==> src/rtl/dma_src_pkg.sv <==
package dma_src_pkg;

  typedef enum logic [1:0] {
    ST_IDLE = 2'd0,
    ST_ACT  = 2'd1,
    ST_BUSY = 2'd2,
    ST_FIN  = 2'd3
  } src_st_e;

endpackage

==> src/rtl/dma_src_size_dec.sv <==
module dma_src_size_dec #(
  parameter int BYTES_W    = 16,
  parameter int MAX_W_CODE = 2,
  parameter int MAX_B_CODE = 3
) (
  input  logic                    clk_i,
  input  logic                    rst_ni,
  input  logic                    load_i,
  input  logic [2:0]              width_code_i,
  input  logic [2:0]              burst_code_i,
  output logic [BYTES_W-1:0]      beat_bytes_o,
  output logic [MAX_B_CODE+1:0]   burst_beats_o,
  output logic [BYTES_W-1:0]      burst_bytes_o
);
  localparam int          BEATS_W = MAX_B_CODE + 2;
  localparam logic [2:0]  W_MAX   = 3'(MAX_W_CODE);
  localparam logic [2:0]  B_MAX   = 3'(MAX_B_CODE);

  logic [2:0] wc_q, bc_q;

  // codes are held for the whole block
  always_ff @(posedge clk_i or negedge rst_ni) begin
    if (!rst_ni) begin
      wc_q <= '0;
      bc_q <= '0;
    end else if (load_i) begin
      wc_q <= (width_code_i > W_MAX) ? W_MAX : width_code_i;
      bc_q <= (burst_code_i > B_MAX) ? B_MAX : burst_code_i;
    end
  end

  always_comb begin
    beat_bytes_o  = BYTES_W'(1) << wc_q;
    burst_beats_o = (bc_q == 3'd0) ? BEATS_W'(1) : (BEATS_W'(1) << (bc_q + 3'd1));
    burst_bytes_o = BYTES_W'(burst_beats_o) << wc_q;
  end

endmodule

==> src/rtl/dma_src_rem_cnt.sv <==
module dma_src_rem_cnt #(
  parameter int BYTES_W = 16
) (
  input  logic               clk_i,
  input  logic               rst_ni,
  input  logic               load_i,
  input  logic [BYTES_W-1:0] load_val_i,
  input  logic               dec_i,
  input  logic [BYTES_W-1:0] dec_amt_i,
  input  logic [BYTES_W-1:0] burst_bytes_i,
  output logic               zero_o,
  output logic               below_burst_o
);
  logic [BYTES_W-1:0] rem_q;

  always_ff @(posedge clk_i or negedge rst_ni) begin
    if (!rst_ni) begin
      rem_q <= '0;
    end else if (load_i) begin
      rem_q <= load_val_i;
    end else if (dec_i) begin
      // saturate on a ragged tail
      rem_q <= (rem_q > dec_amt_i) ? rem_q - dec_amt_i : '0;
    end
  end

  assign zero_o        = (rem_q == '0);
  assign below_burst_o = (rem_q < burst_bytes_i);

endmodule

==> src/rtl/dma_src_ctrl.sv <==
module dma_src_ctrl
  import dma_src_pkg::*;
#(
  parameter int BEATS_W = 5
) (
  input  logic               clk_i,
  input  logic               rst_ni,
  input  logic               blk_start_i,
  input  logic               blk_zero_i,
  input  logic               breq_i,
  input  logic               sreq_i,
  input  logic               txn_done_i,
  input  logic               rem_zero_i,
  input  logic               below_burst_i,
  input  logic [BEATS_W-1:0] burst_beats_i,
  output logic               load_o,
  output logic               dec_o,
  output logic               dec_single_o,
  output logic               txn_start_o,
  output logic               txn_single_o,
  output logic [BEATS_W-1:0] txn_beats_o,
  output logic               finish_o,
  output logic               single_rgn_o
);
  src_st_e            st_q, st_d;
  logic               go_burst, go_single;
  logic               start_q, single_q;
  logic [BEATS_W-1:0] beats_q;

  always_comb begin
    st_d      = st_q;
    go_burst  = 1'b0;
    go_single = 1'b0;
    load_o    = 1'b0;
    unique case (st_q)
      ST_IDLE: begin
        if (blk_start_i) begin
          load_o = 1'b1;
          st_d   = blk_zero_i ? ST_FIN : ST_ACT;
        end
      end
      ST_ACT: begin
        if (below_burst_i) begin
          if (sreq_i) begin
            go_single = 1'b1;
            st_d      = ST_BUSY;
          end
        end else if (breq_i) begin
          go_burst = 1'b1;
          st_d     = ST_BUSY;
        end
      end
      ST_BUSY: begin
        if (txn_done_i) st_d = rem_zero_i ? ST_FIN : ST_ACT;
      end
      ST_FIN: begin
        // four-phase close: wait for both request lines to drop
        if (!breq_i && !sreq_i) st_d = ST_IDLE;
      end
      default: st_d = ST_IDLE;
    endcase
  end

  assign dec_o        = go_burst | go_single;
  assign dec_single_o = go_single;

  always_ff @(posedge clk_i or negedge rst_ni) begin
    if (!rst_ni) begin
      st_q     <= ST_IDLE;
      start_q  <= 1'b0;
      single_q <= 1'b0;
      beats_q  <= '0;
    end else begin
      st_q    <= st_d;
      start_q <= dec_o;
      if (dec_o) begin
        single_q <= go_single;
        beats_q  <= go_single ? BEATS_W'(1) : burst_beats_i;
      end
    end
  end

  assign txn_start_o  = start_q;
  assign txn_single_o = single_q;
  assign txn_beats_o  = beats_q;
  assign finish_o     = (st_q == ST_FIN);
  assign single_rgn_o = ((st_q == ST_ACT) || (st_q == ST_BUSY)) && below_burst_i;

endmodule

==> src/rtl/dma_src_txn_sel.sv <==
module dma_src_txn_sel #(
  parameter int BYTES_W    = 16,
  parameter int MAX_W_CODE = 2,
  parameter int MAX_B_CODE = 3
) (
  input  logic                  clk_i,
  input  logic                  rst_ni,
  input  logic                  blk_start_i,
  input  logic [BYTES_W-1:0]    blk_bytes_i,
  input  logic [2:0]            width_code_i,
  input  logic [2:0]            burst_code_i,
  input  logic                  breq_i,
  input  logic                  sreq_i,
  input  logic                  txn_done_i,
  output logic                  txn_start_o,
  output logic                  txn_single_o,
  output logic [MAX_B_CODE+1:0] txn_beats_o,
  output logic                  finish_o,
  output logic                  single_rgn_o
);
  localparam int BEATS_W = MAX_B_CODE + 2;

  logic               load, dec, dec_single, rem_zero, below_burst;
  logic [BYTES_W-1:0] beat_bytes, burst_bytes, dec_amt;
  logic [BEATS_W-1:0] burst_beats;

  dma_src_size_dec #(
    .BYTES_W   (BYTES_W),
    .MAX_W_CODE(MAX_W_CODE),
    .MAX_B_CODE(MAX_B_CODE)
  ) u_size_dec (
    .clk_i        (clk_i),
    .rst_ni       (rst_ni),
    .load_i       (load),
    .width_code_i (width_code_i),
    .burst_code_i (burst_code_i),
    .beat_bytes_o (beat_bytes),
    .burst_beats_o(burst_beats),
    .burst_bytes_o(burst_bytes)
  );

  assign dec_amt = dec_single ? beat_bytes : burst_bytes;

  dma_src_rem_cnt #(
    .BYTES_W(BYTES_W)
  ) u_rem_cnt (
    .clk_i        (clk_i),
    .rst_ni       (rst_ni),
    .load_i       (load),
    .load_val_i   (blk_bytes_i),
    .dec_i        (dec),
    .dec_amt_i    (dec_amt),
    .burst_bytes_i(burst_bytes),
    .zero_o       (rem_zero),
    .below_burst_o(below_burst)
  );

  dma_src_ctrl #(
    .BEATS_W(BEATS_W)
  ) u_ctrl (
    .clk_i        (clk_i),
    .rst_ni       (rst_ni),
    .blk_start_i  (blk_start_i),
    .blk_zero_i   (blk_bytes_i == '0),
    .breq_i       (breq_i),
    .sreq_i       (sreq_i),
    .txn_done_i   (txn_done_i),
    .rem_zero_i   (rem_zero),
    .below_burst_i(below_burst),
    .burst_beats_i(burst_beats),
    .load_o       (load),
    .dec_o        (dec),
    .dec_single_o (dec_single),
    .txn_start_o  (txn_start_o),
    .txn_single_o (txn_single_o),
    .txn_beats_o  (txn_beats_o),
    .finish_o     (finish_o),
    .single_rgn_o (single_rgn_o)
  );

endmodule

==> config.mk <==
export PLATFORM = sky130hd
export DESIGN_NAME = dma_src_txn_sel
export DESIGN_NICKNAME = d
export VERILOG_FILES = /design/src/rtl/dma_src_pkg.sv /design/src/rtl/dma_src_size_dec.sv /design/src/rtl/dma_src_rem_cnt.sv /design/src/rtl/dma_src_ctrl.sv /design/src/rtl/dma_src_txn_sel.sv
export SDC_FILE = /design/constraint.sdc
export NUM_CORES = 1
export LEC_CHECK = 0
export ABC_CLOCK_PERIOD_IN_PS = 10380
export BUFFER_PORTS_ARGS = -buffer_cell sky130_fd_sc_hd__buf_2
export CAP_MARGIN = 25
export CORE_MARGIN = 10
export CORE_UTILIZATION = 47
export DETAILED_ROUTE_END_ITERATION = 6
export PLACE_DENSITY = 0.69
export SLEW_MARGIN = 20
export SYNTH_ARGS = -nofsm -noshare
export SYNTH_HDL_FRONTEND = slang
export SYNTH_SLANG_ARGS = --single-unit
==> constraint.sdc <==
create_clock -name clk_i -period 10.38 [get_ports clk_i]
set_clock_uncertainty 0.15 [all_clocks]
set_input_delay 1.557 -clock clk_i [delete_from_list [all_inputs] [get_ports clk_i]]
set_output_delay 1.557 -clock clk_i [all_outputs]
set_load 0.05 [all_outputs]
Yosys cells after proc, flatten, opt, wreduce, memory -nomap -nowiden
Index checks and enable logic that the tools add are counted.
{ "word_totals": {"regBits": 31, "output_inout_bits": 9, "word_cells": 61} }
{ "classes": {"add_sub_neg": 2, "order_cmp": 4, "eq_ne": 8, "n_shift": 3, "n_mux": 25, "n_bitwise": 1, "reduce_logical": 11} }
{ "op_table": {"columns": ["op", "n"], "rows": [
  ["2-to-1 mux 16 bit", 4],
  ["logical NOT 16 bit", 2],
  ["> comparator 16 bit", 1],
  ["< comparator 16 bit", 1],
  ["2-to-1 mux 2 bit", 8],
  ["left shift 1 x 3 -> 16 bit (first input constant)", 1],
  ["left shift 5 x 3 -> 16 bit", 1],
  ["subtractor 16 bit", 1],
  ["2-to-1 mux 5 bit", 2],
  ["2-to-1 mux 1 bit", 8],
  ["one-hot mux 2 bit (4 select lines)", 1],
  ["> comparator 3 x 2 -> 1 bit (second input constant)", 2],
  ["2-to-1 mux 3 bit", 2],
  ["AND reduction 5 bit", 1],
  ["left shift 1 x 3 -> 5 bit (first input constant)", 1],
  ["== test 2 bit (second input constant)", 2],
  ["!= test 2 bit (second input constant)", 2],
  ["adder 3 x 1 -> 3 bit (second input constant)", 1],
  ["logical NOT 3 bit", 1],
  ["!= test 3 x 2 -> 1 bit (second input constant)", 1],
  ["!= test 3 bit (second input constant)", 1],
  ["== test 2 x 1 -> 1 bit (second input constant)", 1],
  ["logical AND 1 bit", 2],
  ["logical NOT 1 bit", 2],
  ["5 further kinds", 5]
]} }

Depth between registers and ports, before layout
Gate-level depths: netlist of the first run.
{ "logic_depth": {"word_depth": 12, "mapped_depth": 29, "depth_no_buf": 27} }

Hierarchy
From an unflattened synthesis of the first run, not the netlist that was laid out.
{ "hier_totals": {"hier_cells": 431, "area_unflattened_um2": 3577.2} }
{ "modules_own_cells": {"columns": ["mod", "instances", "cells_per_inst", "area_per_inst_um2", "seq_area_each_um2"], "rows": [
  ["dma_src_rem_cnt", 1, 250, 2015.7, 400.4],
  ["dma_src_size_dec", 1, 109, 768.2, 150.1],
  ["dma_src_ctrl", 1, 49, 510.5, 225.2],
  ["dma_src_txn_sel", 1, 23, 282.8, 0.0]
]} }

Worst setup path before layout of the first run
No wires, ideal clock.
{ "synth_path": {"path_type": "register to register", "start": "register u_size_dec.bc_q[0]", "end": "register u_rem_cnt.rem_q[8]", "setup_time_ns": 0.127, "arrival_ns": 5.308, "setup_slack_ns": 4.795, "stages_incl_launch_ff": 29, "n_path_buf": 2, "synth_period_minus_slack_ns": 5.585, "path_cell_list": "dfrtp_1 and2_1 ha_1 inv_1 nor2_1 nand2_1 o21a_1 o21ai_0 o21ai_0 ha_1 a211oi_1 o21ai_0 a31oi_1 a21oi_2 or2_2 clkbuf_1 a21oi_1 ha_1 inv_1 fa_1 a21o_1 a221oi_1 o21ai_0 o31ai_1 o21a_1 nor2_1 clkbuf_1 a221oi_1 nor2_1"} }
{ "synth_between": {"elab_chain_cells": 12, "elab_cells_between_ends": 18, "classes_between": "2 x add/sub; 2 x order compare; 2 x shift; 9 x mux; 1 x bitwise; 2 x reduce/logical"} }
{ "synth_rtl": {"columns": ["element", "line_no", "rtl"], "rows": [
  ["start, declared", "dma_src_size_dec.sv:19", "logic [2:0] wc_q, bc_q;"],
  ["start signal, assigned", "dma_src_size_dec.sv:28", "bc_q <= (burst_code_i > B_MAX) ? B_MAX : burst_code_i;"],
  ["adder 3 x 1 -> 3 bit", "dma_src_size_dec.sv:34", "burst_beats_o = (bc_q == 3'd0) ? BEATS_W'(1) : (BEATS_W'(1) << (bc_q + 3'd1));"],
  ["left shift 1 x 3 -> 5 bit", "dma_src_size_dec.sv:34", null],
  ["2-to-1 mux 5 bit (*)", "dma_src_size_dec.sv:34", null],
  ["left shift 5 x 3 -> 16 bit (*)", "dma_src_size_dec.sv:35", "burst_bytes_o = BYTES_W'(burst_beats_o) << wc_q;"],
  ["< comparator 16 bit", "dma_src_rem_cnt.sv:28", "assign below_burst_o = (rem_q < burst_bytes_i);"],
  ["2-to-1 mux 1 bit", "dma_src_ctrl.sv:43", "if (below_burst_i) begin"],
  ["2-to-1 mux 1 bit", "dma_src_ctrl.sv:35", "unique case (st_q)"],
  ["2-to-1 mux 16 bit", "dma_src_txn_sel.sv:42", "assign dec_amt = dec_single ? beat_bytes : burst_bytes;"],
  ["subtractor 16 bit or > comparator 16 bit (tied branches)", "dma_src_rem_cnt.sv:23", "rem_q <= (rem_q > dec_amt_i) ? rem_q - dec_amt_i : '0;"],
  ["2-to-1 mux 16 bit", "dma_src_rem_cnt.sv:23", null],
  ["2-to-1 mux 16 bit", "dma_src_rem_cnt.sv:21", "end else if (dec_i) begin"],
  ["2-to-1 mux 16 bit", "dma_src_rem_cnt.sv:19", "end else if (load_i) begin"],
  ["end signal, assigned", "dma_src_rem_cnt.sv:20", "rem_q <= load_val_i;"],
  ["end signal, assigned", "dma_src_rem_cnt.sv:23", null],
  ["end, declared", "dma_src_rem_cnt.sv:14", "logic [BYTES_W-1:0] rem_q;"]
]} }
Every way passes the cells marked *; elsewhere a longest branch is shown, timed or not. The select of a mux whose other input is x is not followed.
A chain may end at the register's enable or synchronous reset.

Final worst setup path of the first run
{ "layout_path": {"start": "register u_size_dec.bc_q[0]", "end": "register u_rem_cnt.rem_q[14]"} }
The elaborated chain is that of the path after synthesis.

==> results of run 1 <==
==> power groups by stage <==
| stage | clock, W | combinational [W] | sequential (W) |
|---|---|---|---|
| floorplan | 0 | 0.000524 | 0.000258 |
| global placement | 0 | 0.000681 | 0.000251 |
| CTS | 0.000127 | 0.000692 | 0.000250 |
| detailed placement | 0 | 0.000686 | 0.000252 |
| global route | 0.000134 | 0.000788 | 0.000261 |
| finish | 0.000126 | 0.000700 | 0.000251 |
==> layer usage <==
layer	global-route usage (%)	vias up	wire length [um]
met1	22.82	1312	3779
met2	24.69	97	3446
met3	3.265	11	410
met5	0	-	0
met4	4.284	0	99
li1	-	1306	-
==> worst max-delay path: cells and delay by family, from the launching register on <==
family                     cells  cell delay [ns]
AOI/OAI and AO/OA             14             3.12
adders and majority gates      3             0.98
buffers and inverters          1             0.05
DFF                            1             0.45
and+or+nand+nor                6             1.73
==> flip-flops by register name (all words and copies together), names as in the netlist <==
| name | flops |
|---|---|
| u_ctrl.st_q | 2 |
| u_ctrl.txn_start_o | 1 |
| u_ctrl.txn_single_o | 1 |
| u_size_dec.bc_q | 3 |
| u_size_dec.wc_q | 3 |
| u_ctrl.txn_beats_o | 5 |
| u_rem_cnt.rem_q | 16 |
==> kinds of logic after synthesis <==
group / count (synthesis)
and+or+nand+nor: 134
AOI/OAI and AO/OA: 97
adders and majority gates: 31
DFF: 31
buffers and inverters: 29
muxes: 8
xor gates and xnor gates: 7
==> cell type report <==
class	count	area share, %
sequential	31	25.02
tap	72	2.906
timing repair buffer	36	5.811
inverter	15	1.816
clock buffer	6	2.663
multi-input combinational	277	60.65
clock inverter	2	1.130
==> metrics by stage <==
step | hold WS [ns] | setup slack (ns) | total power [W] | util, % | area (um^2)
2_1_floorplan | 0.3853 | 4.795 | 0.0007830 | - | 2765
3_3_place_gp | 0.3367 | 4.169 | 0.0009322 | 53.19 | 2983
3_5_place_dp | 0.3560 | 3.948 | 0.0009378 | 53.19 | 2983
4_1_cts | 0.3738 | 3.899 | 0.001070 | 55.29 | 3100
5_1_grt | 0.3947 | 3.137 | 0.001182 | 55.29 | 3100
6_report | 0.3699 | 3.765 | 0.001078 | 55.29 | 3100
==> final timing paths <==
kind	slack [ns]	cells after the start	end
min in group asynchronous	1.18	1	u_rem_cnt.rem_q[1]$_DFFE_PN0P_
setup / recovery	3.76	24	u_rem_cnt.rem_q[14]$_DFFE_PN0P_
hold reg to reg	0.37	2	u_ctrl.txn_beats_o[3]$_DFFE_PN0P_
setup reg to reg	3.76	24	u_rem_cnt.rem_q[14]$_DFFE_PN0P_
max in group asynchronous	8.44	1	u_rem_cnt.rem_q[13]$_DFFE_PN0P_
hold / removal	0.37	2	u_ctrl.txn_beats_o[3]$_DFFE_PN0P_
==> cells in the mapped netlist (all sizes together), types with 6 or more instances <==
cell / count / area share (%)
a21o: 6 / 1.6
nand2b: 8 / 1.8
clkbuf: 13 / 1.8
dfrtp: 31 / 28
ha: 30 / 14
nor4: 10 / 2.5
inv: 15 / 2.0
a221oi: 10 / 3.2
a21oi: 18 / 3.4
nand2: 28 / 3.8
nand3: 9 / 1.6
nor2: 44 / 6.0
o21ai: 24 / 4.3
a31oi: 6 / 1.4
==> impl_results.md, run 1 <==
- Result of the run: complete, no violations
- Static leakage power: roughly 1.4 nW
- Post-cts resize count: 0
- Clock insertion delay at the later pin of the skew report: 0.29 ns
- Setup TNS: 0 ns
- Number of design rule violations left after detail routing: 0
- Number of setup buffers added after CTS: 0
- Fin cells: 439
- Synthesized netlist net count: 396
- Required time reported for the critical path endpoint: 10.36 ns
- Total Routing Usage GR: ~16%
- Crit path max fanout: 15
- Final Net Count: 425
- Post-Synth Adder-Cell Area: 14.30%
- Kind of start point of the critical path: register
- Clk buf depth: 2
- Final setup violating endpoints: 0
- Share of the clock period used by the worst path after layout: between 60% and 70%
- Highest-delay cell along the critical path: sky130_fd_sc_hd__nor2_1
- Number of core rows: 27
- Max Slew Vio Count: 0
- Depth of the CTS H-tree: 2
- Count of filler cells inserted in the layout: between 500 and 600
- Number of sinks handled by clock tree synthesis: 31
- Number of routed nets with antenna violations: 0
- Cell type with the highest occurrence count on the critical path: sky130_fd_sc_hd__o21ai_0
- Multiplexer area fraction after synthesis: 3.213%
- Synth Register Bits: 31
- Total via count in the routed design: 2726
- Clock share of power: a little under an eighth
- Pre-antenna DRT Iters: 5
- Vias in the first global route: 2668
- Share of cells above drive strength 1: approximately 15%
- Series of cell instances along the critical path: and2_1 -> ha_1 -> inv_1 -> nor2_1 -> nand2_1 -> o21a_1 -> o21ai_0 -> o21ai_0 -> ha_1 -> a211oi_1 -> o21ai_0 -> a31oi_1 -> a21oi_2 -> nor2_1 -> nand3_1 -> a21o_1 -> ha_1 -> and3_1 -> a221oi_1 -> o21ai_0 -> o31ai_1 -> o21ai_0 -> o311ai_0 -> o311ai_0
- Reg-to-Reg Start: u_size_dec.bc_q[0]$_DFFE_PN0P_
- Net switching power figure: about 0.00054 W
- Cell total after placement: 431
- Async SR Flop Fraction: 100.0%
- Diodes inserted: 0
- Count of hold buffers inserted by post-cts repair: 0
- Cell-internal power: 0.0005355 W
- RSZ-0062 raised after global routing: no
- First-pass GRT wire length: 13140 um
- Top library cells by usage in the layout, fill and taps aside: sky130_fd_sc_hd__nor2_1, sky130_fd_sc_hd__buf_2, sky130_fd_sc_hd__dfrtp_1
- Sequential share of the synthesized area: 28.05%
- Class of the tightest hold or removal check: reg2reg
- Logic gate share of total power: 65.0%
- DR WL/cell: 17.62 um
- Pwr Density: 347.5 mW/mm^2
- Endpoint kind of the worst setup timing path: register
- Number of violations reported at the end of detailed-routing iteration 0: ~220
- Mapped Area: 0.002765 mm^2
- Routability Congestion: 0.9706
- Dominant register cell in the synthesized netlist: sky130_fd_sc_hd__dfrtp_1
- Number of distinct library cells after synthesis: 54
- Worst Path Class, Setup: reg2reg
- Worst slew pin tran: 0.9899 ns
- Worst max-slew margin expressed relative to the limit: 33.76%
- Count of port buffers added during placement: 36
- Routed Wire Length: 7736 um
- Min-delay src: u_ctrl.txn_beats_o[3]$_DFFE_PN0P_
- Dominant combinational cell family by area after synthesis: compound AO/OA/AOI/OAI gates
- Maximum Capacitance Violations: 0
- Via-per-instance ratio: 6.210
- Largest net degree at the start of global routing: 32
- Number of top-level pins: 37
- Final Hold Fails: 0
- Total CTS buffers: 5
- Cell count after synthesis: 337
- TritonCTS clock tree: built
- Growth of design area from synthesis to finish: 12.13%
- Post-synthesis simple-gate area fraction: 24.03%
- Ys Warns: 0
- Initial core utilization: just under 50%
- Die area: 0.009351 mm^2
- Data arrival time at the worst-slack endpoint: 6.60 ns
- Leading cell type in the layout, fill and taps excluded: sky130_fd_sc_hd__nor2_1
- Post-synthesis compound-gate area fraction: 24.25%
- Time the final worst path needs with I/O delays and setup: 6.615 ns
- DPL Wire Length: roughly 6000 um
- Net switching fraction of the power: 50.30%
- Register area: 775.7 um^2
- Antenna violations before repair: 0
- Clock transition time at the flip-flop clock pins of the worst setup and hold paths: 0.07 ns
- Overall die height: 96.70 um
- Sequential share of power: 23.3%
- Placeable Area: roughly 0.0056 mm^2
- Maximum clock frequency: approximately 150 MHz
- Total global routing overflow: 0
- Critical Path Start: u_size_dec.bc_q[0]$_DFFE_PN0P_
- Syn avg cell area: 8.205 um^2
- Post-Synth XOR/XNOR Area: under 10%
- Library cell used as clock root buffer: sky130_fd_sc_hd__clkbuf_8
- Number of enable flip-flop cells after synthesis: 0
- Width of the die: 96.70 um
- Area of the multi-input gates: 0.001881 mm^2
- Maximum cell stage delay along the critical path: 0.78 ns
- Peak VDD IR: approximately 0.18 mV
Note: power is estimated with default switching activity, not from simulation.
==> run 2: changes to the inputs <==
Settings changed: ABC_AREA set to 1, ABC_CLOCK_PERIOD_IN_PS 10380 to 6500, PLACE_DENSITY 0.69 to 0.68.
Clock period 10.38 ns to 6.5 ns, I/O delays scaled along.
==> run 2 against run 1 <==
Compared with the run above: via count increased by 16%; largest cell class unchanged; final cell count rose by 31%; largest power group unchanged; total power grew 100%; flip-flop and latch count stayed put; critical path depth up 6; worst hold slack got worse by 0.050 ns; clock power is 84% higher.
==> impl_results.md, run 2 <==
- Sequential share of the synthesized area: 24.45%
- Worst Path Class, Setup: reg2reg
- Cell count after synthesis: 467
- Clock insertion delay at the later pin of the skew report: 0.29 ns
- Pwr Density: 628.1 mW/mm^2
- Most instantiated cells after synthesis: sky130_fd_sc_hd__nand2_1, sky130_fd_sc_hd__inv_1, sky130_fd_sc_hd__nor2_1
- Count of filler cells inserted in the layout: 677
- Total via count in the routed design: roughly 3200
- Number of top-level pins: 37
- Mapped Area: about 0.0032 mm^2
- Vias in the first global route: 2992
- Pre-antenna DRT Iters: 5
- Top library cells by usage in the layout, fill and taps aside: sky130_fd_sc_hd__nand2_1, sky130_fd_sc_hd__inv_1, sky130_fd_sc_hd__buf_2
- Synthesized netlist net count: around 530
- Setup TNS: 0 ns
- Cell type with the highest occurrence count on the critical path: sky130_fd_sc_hd__nand2_1
- Count of hold buffers inserted by post-cts repair: 0
- Ys Warns: 0
- Clk buf depth: 2
- Class of the tightest hold or removal check: reg2reg
- Most common cell in the synthesized netlist: sky130_fd_sc_hd__nand2_1
- DPL Wire Length: between 6000 and 7000 um
- Total CTS buffers: 5
- First-pass GRT wire length: ~14000 um
- Total global routing overflow: 0
- Hold Crit Depth: 2
- Synth Register Bits: 31
- Depth of the CTS H-tree: 2
- TritonCTS clock tree: built
- Number of distinct library cells after synthesis: 48
- Worst max-slew margin expressed relative to the limit: around half
- Width of the die: 102.2 um
- Placement Cell Area: ~0.0033 mm^2
- Final Power: 0.002186 W
- Result of the run: complete, no violations
- Data arrival time at the worst-slack endpoint: 5.66 ns
- Diodes inserted: 0
- Number of routed nets with antenna violations: 0
- Peak VDD IR: ~0.3 mV
- Largest cells by area after synthesis: sky130_fd_sc_hd__dfrtp_1, sky130_fd_sc_hd__nand2_1, sky130_fd_sc_hd__ha_1
- Time the final worst path needs with I/O delays and setup: 5.626 ns
- Maximum clock frequency: 177.7 MHz
- Synth area leader: sky130_fd_sc_hd__dfrtp_1
- Syn avg cell area: just under 7 um^2
- Number of enable flip-flop cells after synthesis: 0
- Total Routing Usage GR: 16.72%
- Post-cts resize count: 0
- Register area: 775.7 um^2
- Endpoint kind of the worst setup timing path: register
- Max Slew Vio Count: 0
- Final Net Count: about 560
- Final setup violating endpoints: 0
- Dominant register cell in the synthesized netlist: sky130_fd_sc_hd__dfrtp_1
- Number of core rows: 29
- Share of the synthesized area in the top cell type: 24.45%
- Clock transition time at the flip-flop clock pins of the worst setup and hold paths: 0.07 ns
- Post-Layout Inst Area: 0.003481 mm^2
- Overall die height: ~100 um
- Static leakage power: around 1.8 nW
- Routed Wire Length: 8457 um
- Number of violations reported at the end of detailed-routing iteration 0: 269
- Library cell used as clock root buffer: sky130_fd_sc_hd__clkbuf_8
- Initial core utilization: approximately half
- Leading cell type in the layout, fill and taps excluded: sky130_fd_sc_hd__nand2_1
- Biggest register: u_rem_cnt.rem_q
- R2R cell count: 30
- Maximum cell stage delay along the critical path: 0.42 ns
- Largest net degree at the start of global routing: 32
- Number of sinks handled by clock tree synthesis: 31
- Antenna violations before repair: 0
- Required time reported for the critical path endpoint: 6.53 ns
- Via-per-instance ratio: 5.473
- Number of setup buffers added after CTS: 0
- DR WL/cell: 14.66 um
- Placeable Area: 0.006459 mm^2
- Number of design rule violations left after detail routing: 0
- Count of port buffers added during placement: 36
- Highest-delay cell along the critical path: sky130_fd_sc_hd__dfrtp_1
- Share of the clock period used by the worst path after layout: 86.56%
- Area of the multi-input gates: 0.002044 mm^2
- Share of cells above drive strength 1: 14.00%
- Die area: 0.01044 mm^2
- Crit path max fanout: 16
- Flip-flop count of the largest register, all copies and words added: 16
- Async SR Flop Fraction: 100.0%
- Routability Congestion: 0.9404
- RSZ-0062 raised after global routing: no
- Kind of start point of the critical path: register
- Growth of design area from synthesis to finish: 9.700%
- Worst slew pin tran: 0.7601 ns
- Maximum Capacitance Violations: 0
- Final Hold Fails: 0
-- run 2: cell count changes after synthesis, moves of 10 or more --
cell	before	now
sky130_fd_sc_hd__nand2_1	28	143
sky130_fd_sc_hd__nand4_1	5	24
sky130_fd_sc_hd__inv_1	15	57
sky130_fd_sc_hd__a221oi_1	10	0
sky130_fd_sc_hd__nor2_1	44	34
sky130_fd_sc_hd__nand3_1	9	23
-- run 2: cells by family (layout without fill, tap and decap cells) --
| kind of cell | count (synthesis) | count (layout) | share of synthesized area, % |
|---|---|---|---|
| and+or+nand+nor | 251 | 251 | 36.00 |
| adders and majority gates | 31 | 31 | 12.46 |
| AOI/OAI and AO/OA | 69 | 69 | 13.17 |
| xor gates and xnor gates | 9 | 9 | 2.484 |
| buffers and inverters | 75 | 108 | 11.12 |
| muxes | 1 | 1 | 0.3155 |
| DFF | 31 | 31 | 24.45 |
-- run 2: layout make-up --
cell class | instances | area share [%]
timing repair buffer | 39 | 5.823
clock inverter | 2 | 1.725
multi-input combinational | 361 | 58.73
sequential | 31 | 22.29
tap | 77 | 2.768
inverter | 61 | 6.578
clock buffer | 6 | 2.085
-- run 2: per-stage QoR --
step,instances,util (%),hold slack (ns),setup WS (ns)
global placement,569,51.84,0.3001,1.149
CTS,577,53.89,0.3275,0.9627
detailed placement,569,51.84,0.3086,0.9709
global route,577,53.89,0.3480,0.2962
floorplan,467,-,0.3411,2.051
finish,577,53.89,0.3201,0.8737
-- run 2: worst paths after layout --
kind | slack (ns) | to | from
min in group asynchronous | 0.61 | u_size_dec.wc_q[1]$_DFFE_PN0P_ | rst_ni
setup reg to reg | 0.87 | u_rem_cnt.rem_q[15]$_DFFE_PN0P_ | u_size_dec.bc_q[1]$_DFFE_PN0P_
hold / removal | 0.32 | u_ctrl.txn_beats_o[1]$_DFFE_PN0P_ | u_ctrl.txn_beats_o[1]$_DFFE_PN0P_
max in group asynchronous | 5.11 | u_rem_cnt.rem_q[10]$_DFFE_PN0P_ | rst_ni
setup / recovery | 0.87 | u_rem_cnt.rem_q[15]$_DFFE_PN0P_ | u_size_dec.bc_q[1]$_DFFE_PN0P_
hold reg to reg | 0.32 | u_ctrl.txn_beats_o[1]$_DFFE_PN0P_ | u_ctrl.txn_beats_o[1]$_DFFE_PN0P_
-- run 2: worst max-delay path, delay by kind of cell (launching register included) --
family / cells / cell delay [ns]
flip-flops: 1 / 0.42
AO/OA/AOI/OAI: 9 / 1.52
adder cells (fa/ha/maj): 3 / 0.83
buffers and inverters: 5 / 0.75
AND/OR/NAND/NOR: 13 / 1.82
-- run 2: per-layer routing --
layer	part of all wire (%)	vias to the layer above	global-route usage, %	wire, um
met5	0	-	0	0
met4	1.2	0	4.230	102
met3	5.4	12	2.699	459
met2	45	89	26.37	3792
met1	49	1454	23.18	4102
li1	-	1603	-	-
-- run 2: where the power goes --
part	internal, W	switching (W)	total, W
clock	0.000153	0.0000790	0.000232
sequential	0.000278	0.000104	0.000382
combinational	0.000565	0.00101	0.00157
